<file path="src/rtl/qdac_pkg.sv">
package qdac_pkg;

  localparam int FRAME_W  = 24;
  localparam int FIELD_DW = 16;

  typedef enum logic [2:0] {
    SEL_FUNC  = 3'b000,
    SEL_DATA  = 3'b010,
    SEL_CGAIN = 3'b011,
    SEL_FGAIN = 3'b100,
    SEL_OFFS  = 3'b101
  } reg_sel_e;

  localparam logic [2:0] ADDR_ALL  = 3'b100;
  localparam logic [2:0] ADDR_FUNC = 3'b000;

  typedef struct packed {
    logic                rd;
    logic                zero;
    logic [2:0]          sel;
    logic [2:0]          addr;
    logic [FIELD_DW-1:0] data;
  } frame_t;

endpackage

</file>
<file path="src/rtl/qdac_spi_port.sv">
module qdac_spi_port #(
  parameter int FW = 24,
  parameter int CW = $clog2(FW + 2)
) (
  input  logic          clk,
  input  logic          rst,
  input  logic          sclk,
  input  logic          cs_n,
  input  logic          mosi,
  input  logic          tx_load,
  input  logic [FW-1:0] tx_word,
  output logic          miso,
  output logic          frame_end,
  output logic          frame_ok,
  output logic [FW-1:0] frame
);

  logic [2:0]    sclk_q;
  logic [2:0]    cs_q;
  logic [1:0]    mosi_q;
  logic [FW-1:0] rx_sh;
  logic [FW-1:0] tx_sh;
  logic [CW-1:0] cnt;
  logic          s_rise;
  logic          s_fall;
  logic          cs_low;
  logic          cs_rise;

  assign s_rise  = sclk_q[1] & ~sclk_q[2];
  assign s_fall  = ~sclk_q[1] & sclk_q[2];
  assign cs_low  = ~cs_q[1];
  assign cs_rise = cs_q[1] & ~cs_q[2];

  // input synchronizers, all the same depth
  always_ff @(posedge clk) begin
    if (rst) begin
      sclk_q <= '0;
      cs_q   <= '1;
      mosi_q <= '0;
    end else begin
      sclk_q <= {sclk_q[1:0], sclk};
      cs_q   <= {cs_q[1:0], cs_n};
      mosi_q <= {mosi_q[0], mosi};
    end
  end

  // receive shifter and saturating bit counter
  always_ff @(posedge clk) begin
    if (rst) begin
      rx_sh     <= '0;
      cnt       <= '0;
      frame_end <= 1'b0;
      frame_ok  <= 1'b0;
      frame     <= '0;
    end else begin
      frame_end <= cs_rise;
      frame_ok  <= cs_rise && (cnt == CW'(FW));
      if (cs_rise) begin
        frame <= rx_sh;
        cnt   <= '0;
      end else if (cs_low && s_rise) begin
        rx_sh <= {rx_sh[FW-2:0], mosi_q[1]};
        if (cnt <= CW'(FW)) cnt <= cnt + 1'b1;
      end
    end
  end

  // transmit shifter
  always_ff @(posedge clk) begin
    if (rst) begin
      tx_sh <= '0;
    end else if (tx_load) begin
      tx_sh <= tx_word;
    end else if (cs_low && s_fall) begin
      tx_sh <= {tx_sh[FW-2:0], 1'b0};
    end
  end

  assign miso = tx_sh[FW-1];

endmodule

</file>
<file path="src/rtl/qdac_clr_detect.sv">
module qdac_clr_detect #(
  parameter int SYNC_STAGES = 2,
  parameter int QW          = SYNC_STAGES + 1
) (
  input  logic clk,
  input  logic rst,
  input  logic clr_n,
  output logic clr_evt
);

  // reset to high so a pin held low at reset release reads as a falling edge
  logic [QW-1:0] q;

  always_ff @(posedge clk) begin
    if (rst) begin
      q       <= '1;
      clr_evt <= 1'b0;
    end else begin
      q       <= {q[QW-2:0], clr_n};
      clr_evt <= q[QW-1] & ~q[QW-2];
    end
  end

endmodule

</file>
<file path="src/rtl/qdac_regs.sv">
module qdac_regs
  import qdac_pkg::*;
#(
  parameter int          NCH      = 4,
  parameter int          DW       = 16,
  parameter int          FW       = 24,
  parameter logic [15:0] RST_CODE = 16'h8000,
  parameter logic [15:0] CLR_OB   = 16'h0000,
  parameter logic [15:0] CLR_TC   = 16'h0000,
  parameter int          CHW      = (NCH > 1) ? $clog2(NCH) : 1
) (
  input  logic              clk,
  input  logic              rst,
  input  logic              frame_end,
  input  logic              frame_ok,
  input  logic [FW-1:0]     frame,
  input  logic              clr_evt,
  output logic              coding,
  output logic [NCH*DW-1:0] codes,
  output logic              rd_load,
  output logic [FW-1:0]     rd_word
);

  frame_t          f;
  logic [DW-1:0]   data_r [NCH];
  logic [DW-1:0]   cg_r   [NCH];
  logic [DW-1:0]   fg_r   [NCH];
  logic [DW-1:0]   of_r   [NCH];
  logic            coding_r;
  logic            accept;
  logic            sw_clr;
  logic            do_clr;
  logic            wr_en;
  logic [NCH-1:0]  hit;
  logic [CHW-1:0]  rch;
  logic            rvalid;
  logic [DW-1:0]   rd_val;
  logic [DW-1:0]   clr_val;

  assign f       = frame_t'(frame);
  assign accept  = frame_end && frame_ok && !f.zero && !clr_evt;
  assign sw_clr  = accept && !f.rd && (f.sel == SEL_FUNC) && (f.addr == ADDR_ALL);
  assign do_clr  = clr_evt || sw_clr;
  assign wr_en   = accept && !f.rd && !sw_clr;
  assign clr_val = coding_r ? CLR_TC : CLR_OB;

  for (genvar g = 0; g < NCH; g++) begin : g_hit
    assign hit[g] = (f.addr == ADDR_ALL) || (f.addr == 3'(g));
    assign codes[g*DW +: DW] = data_r[g];
  end

  // read selection; broadcast address reads channel 0
  assign rch    = (f.addr == ADDR_ALL) ? '0 : f.addr[CHW-1:0];
  assign rvalid = (f.addr == ADDR_ALL) || (int'(f.addr) < NCH);

  always_comb begin
    rd_val = '0;
    case (f.sel)
      SEL_FUNC:  rd_val = {{(DW-1){1'b0}}, coding_r};
      SEL_DATA:  if (rvalid) rd_val = data_r[rch];
      SEL_CGAIN: if (rvalid) rd_val = cg_r[rch];
      SEL_FGAIN: if (rvalid) rd_val = fg_r[rch];
      SEL_OFFS:  if (rvalid) rd_val = of_r[rch];
      default:   rd_val = '0;
    endcase
  end

  always_ff @(posedge clk) begin
    if (rst) begin
      coding_r <= 1'b0;
      rd_load  <= 1'b0;
      rd_word  <= '0;
      for (int i = 0; i < NCH; i++) begin
        data_r[i] <= RST_CODE;
        cg_r[i]   <= '0;
        fg_r[i]   <= '0;
        of_r[i]   <= '0;
      end
    end else begin
      rd_load <= accept;
      rd_word <= (accept && f.rd) ? {{(FW-DW){1'b0}}, rd_val} : '0;
      if (do_clr) begin
        for (int i = 0; i < NCH; i++) data_r[i] <= clr_val;
      end
      if (wr_en) begin
        if (f.sel == SEL_FUNC && f.addr == ADDR_FUNC) coding_r <= f.data[0];
        for (int i = 0; i < NCH; i++) begin
          if (hit[i]) begin
            case (f.sel)
              SEL_DATA:  data_r[i] <= f.data;
              SEL_CGAIN: cg_r[i]   <= f.data;
              SEL_FGAIN: fg_r[i]   <= f.data;
              SEL_OFFS:  of_r[i]   <= f.data;
              default:   ;
            endcase
          end
        end
      end
    end
  end

  assign coding = coding_r;

endmodule

</file>
<file path="src/rtl/quad_dac_regbank.sv">
module quad_dac_regbank
  import qdac_pkg::*;
#(
  parameter int          NCH      = 4,
  parameter int          DW       = 16,
  parameter logic [15:0] RST_CODE = 16'h8000,
  parameter logic [15:0] CLR_OB   = 16'h0000,
  parameter logic [15:0] CLR_TC   = 16'h0000
) (
  input  logic              clk,
  input  logic              rst,
  input  logic              spi_sclk,
  input  logic              spi_cs_n,
  input  logic              spi_mosi,
  output logic              spi_miso,
  input  logic              clr_n,
  output logic [NCH*DW-1:0] dac_code
);

  localparam int FW = FRAME_W;

  logic          frame_end;
  logic          frame_ok;
  logic [FW-1:0] frame;
  logic          clr_evt;
  logic          coding;
  logic          rd_load;
  logic [FW-1:0] rd_word;

  qdac_spi_port #(.FW(FW)) port_i (
    .clk       (clk),
    .rst       (rst),
    .sclk      (spi_sclk),
    .cs_n      (spi_cs_n),
    .mosi      (spi_mosi),
    .tx_load   (rd_load),
    .tx_word   (rd_word),
    .miso      (spi_miso),
    .frame_end (frame_end),
    .frame_ok  (frame_ok),
    .frame     (frame)
  );

  qdac_clr_detect #(.SYNC_STAGES(2)) clr_i (
    .clk     (clk),
    .rst     (rst),
    .clr_n   (clr_n),
    .clr_evt (clr_evt)
  );

  qdac_regs #(
    .NCH(NCH), .DW(DW), .FW(FW),
    .RST_CODE(RST_CODE), .CLR_OB(CLR_OB), .CLR_TC(CLR_TC)
  ) regs_i (
    .clk       (clk),
    .rst       (rst),
    .frame_end (frame_end),
    .frame_ok  (frame_ok),
    .frame     (frame),
    .clr_evt   (clr_evt),
    .coding    (coding),
    .codes     (dac_code),
    .rd_load   (rd_load),
    .rd_word   (rd_word)
  );

endmodule

</file>
<file path="config.mk">
export PLATFORM = sky130hd
export DESIGN_NAME = quad_dac_regbank
export DESIGN_NICKNAME = d
export VERILOG_FILES = /design/src/rtl/qdac_pkg.sv /design/src/rtl/qdac_spi_port.sv /design/src/rtl/qdac_clr_detect.sv /design/src/rtl/qdac_regs.sv /design/src/rtl/quad_dac_regbank.sv
export SDC_FILE = /design/constraint.sdc
export NUM_CORES = 1
export LEC_CHECK = 0
export ABC_AREA = 1
export BUFFER_PORTS_ARGS = -buffer_cell sky130_fd_sc_hd__buf_2
export CAP_MARGIN = 20
export CORE_UTILIZATION = 51
export CTS_BUF_LIST = sky130_fd_sc_hd__clkbuf_2
export DETAILED_ROUTE_END_ITERATION = 10
export PLACE_DENSITY = 0.74
export SKIP_LAST_GASP = 1
export SYNTH_ARGS = -nofsm -noshare
export SYNTH_HDL_FRONTEND = slang
export SYNTH_SLANG_ARGS = --single-unit
</file>
<file path="constraint.sdc">
create_clock -name clk -period 5.6 [get_ports clk]
set_input_delay 0.56 -clock clk [delete_from_list [all_inputs] [get_ports clk]]
set_output_delay 0.56 -clock clk [all_outputs]
set_load 0.05 [all_outputs]
</file>
==> out/results.tsv <==
metric	value	unit
status	completed	
cp-startpoint	port_i.frame[16]	
hold_class	in -> reg	
r2r-start	port_i.frame[16]	
mappedNetlistNets	1471	
end_kind	flip-flop	
synth_cells	1463	
clk_path_buf_depth	3	
grt.total_usage	26.8	%
io_pins	71	
hpwl	24800	um
die_w	173	um
syn-cell-area	14900	um2
synthToLayoutAreaGrowth	9.02	%
wl_per_cell	20.1	um
h-tree-depth	3	
setup_viol_count_final	0	
path_class	reg -> reg	
finalSetupTns	0	ns
tightest_slew	0.942	ns
synth_common_cells	292 x nor2_1, 281 x nand2_1, 240 x edfxtp_1	
place.gp.congestion	0.882	
drt-total-wl	40200	um
timing.hold.ws	0.187	ns
cts.clk_slew.worst_paths	0.11	ns
die-area	29900	um2
r2r-end	regs_i.data_r[1][2]	
instances_no_fill	1995	
required	6.11	ns
vias_per_cell	5.76	
synth_area_leader_cell	edfxtp_1	
reg2regPathDepth	7	
power-per-cell-area	297	nW/um2
multi_input_area	4420	um2
ys_types	35	
slew_headroom	37.0	%
yosysMostFrequentCell	nor2_1	
start_util	51.8	%
place_inst	1843	
grt_max_degree	71	
drt-pass1-iter-count	9	
cts_root_buf	clkbuf_2	
max_clock_freq	311	MHz
netlist_top_cells_area	edfxtp_1 48%, dfxtp_1 17%, nor2_1 7.4%	
clock-sinks	365	
yosysTopAreaCellShare	48.4	%
finalHoldViolCount	0	
grt_pass1_wl	60800	um
p_leak	5.82	nW
regArea	9710	um2
grt_overflow	0	
cts_tree	built	
fin_worst_skew	0.132	ns
yosys_warnings	0	
first_iter_violations	1450	
clock_latency	0.96	ns
grt_pass1_vias	10692	
final.setup.worst_slack	2.39	ns
finalCritPeriodShare	57.3	%
start_kind	flip-flop	
synth_ff_type	edfxtp_1	
max-cap-violations	0	
synth_edf_count	240	
layout_min_cycle_time	3.21	ns
async_reset_ff_share	0	%
core_area	28700	um2
via_count	11489	
synth_seq_area_share	65.3	%
reg2reg_slack	2.39	ns
drv_slew	0	
postRouteAntennaNets	0	
die_y	173	um
post-place-ws	2.44	ns
syn-mean-instance-area	10.2	um2
io_buffers	70	
rows	62	
n_fill_cell	2503	
cp_data_arrival_time	3.72	ns
nets	1561	
peakVddDrop	0.000201	V
antenna_found_initial	1	
drc	0	
path_max_fanout	63	
ys_ff_latch	365	
numCtsBuffers	88	
rsz0062_at_grt	no	
drive_gt1_share	16.8	%
crit_end	regs_i.data_r[1][2]	
==> power by group <==
part / switching [W] / total (W) / internal, W
clock network: 0.00105 / 0.00167 / 0.000620
logic: 0.000137 / 0.000178 / 0.0000405
registers: 0.0000364 / 0.00298 / 0.00294
==> per-layer routing <==
metal | global-route usage, % | up-vias | share of wire, %
met2 | 38.6 | 728 | 43
met4 | 11.7 | 0 | 3.8
li1 | - | 5227 | -
met5 | 0 | - | 0
met1 | 38.0 | 5427 | 40
met3 | 7.19 | 107 | 13
==> stage by stage <==
stage               util [%]  cell area, um2  power (W)
detailed placement      53.8           15400    0.00321
CTS                     56.5           16200    0.00483
finish                  56.5           16200    0.00482
global placement        53.8           15400    0.00320
global route            56.5           16200    0.00498
floorplan                  -           14900    0.00315
==> state kept, by name (all words and copies together) (netlist names), 2 cells and up <==
signal and count:
port_i.sclk_q 3, port_i.cnt 5, regs_i.fg_r 64, regs_i.cg_r 64, regs_i.of_r 64, port_i.rx_sh 24, port_i.mosi_q 2, port_i.frame 24
regs_i.rd_word 16, port_i.cs_q 3, clr_i.q 3, regs_i.data_r 64, port_i.tx_sh 24
==> cells in the final DEF, fill, tap and decap left out, types with 2 or more instances in the layout <==
master / Yosys / layout
o21ai_0: 46 / 34
clkinv_1: 3 / 11
nand3_2: 7 / 7
nor3_1: 3 / 3
clkbuf_2: 0 / 129
edfxtp_1: 240 / 240
ha_1: 2 / 2
o21ai_1: 1 / 13
clkinv_2: 0 / 2
dlygate4sd3_1: 0 / 4
nand3_1: 47 / 47
nand2_2: 2 / 2
o22ai_1: 23 / 23
nor2_4: 4 / 6
a22oi_1: 99 / 99
or2_2: 5 / 5
inv_2: 4 / 8
nor2_2: 3 / 5
a21oi_1: 65 / 65
inv_1: 77 / 76
nand2_1: 281 / 281
a31oi_1: 6 / 6
buf_4: 11 / 21
dfxtp_1: 125 / 125
inv_6: 0 / 2
buf_2: 25 / 70
nand3_4: 6 / 6
nor2_1: 292 / 288
nand4_1: 20 / 20
==> critical path, stage by stage, from the launching register on <==
cell and delay [ns]:
dfxtp_1 0.53, inv_2 0.14, nor2_4 0.09, buf_4 0.64, o21ai_1 0.24, nor2_1 0.14
nand2_1 0.35, nand3_1 0.69
==> cell type report <==
| type | count | area share, % |
|---|---|---|
| timing repair buffer | 95 | 3.38 |
| sequential | 365 | 59.9 |
| antenna | 1 | 0.0154 |
| clock inverter | 18 | 0.594 |
| clock buffer | 129 | 3.98 |
| multi-input combinational | 919 | 27.3 |
| tap | 384 | 2.96 |
| inverter | 84 | 1.94 |
==> logic make-up after synthesis <==
logic type               Yosys count  share of synthesized area [%]
buffers and inverters            179                           5.16
AO/OA/AOI/OAI                    244                           10.3
flip-flops                       365                           65.3
adder cells (fa/ha/maj)            2                          0.168
AND/OR/NAND/NOR                  673                           19.1
==> worst min-delay path by stage <==
stage,startpoint,slack (ns),cells past startpoint,endpoint
after floorplan,port_i.mosi_q[0],0.39,2,port_i.mosi_q[1]
after global placement,port_i.mosi_q[0],0.39,2,port_i.mosi_q[1]
after detailed placement,port_i.sclk_q[0],0.40,2,port_i.sclk_q[1]
after CTS,rst,0.13,2,port_i.mosi_q[1]
after global routing,rst,0.17,2,port_i.sclk_q[0]
final,rst,0.19,2,port_i.mosi_q[1]
==> what timing repair did <==
item | in CTS | in global routing
endpoints found under the hold margin | 4 | 0
gates resized for setup | 0 | 0
setup buffers | 0 | 0
hold buffers | 4 | 0
No activity file was read; power rests on OpenSTA's default activity.
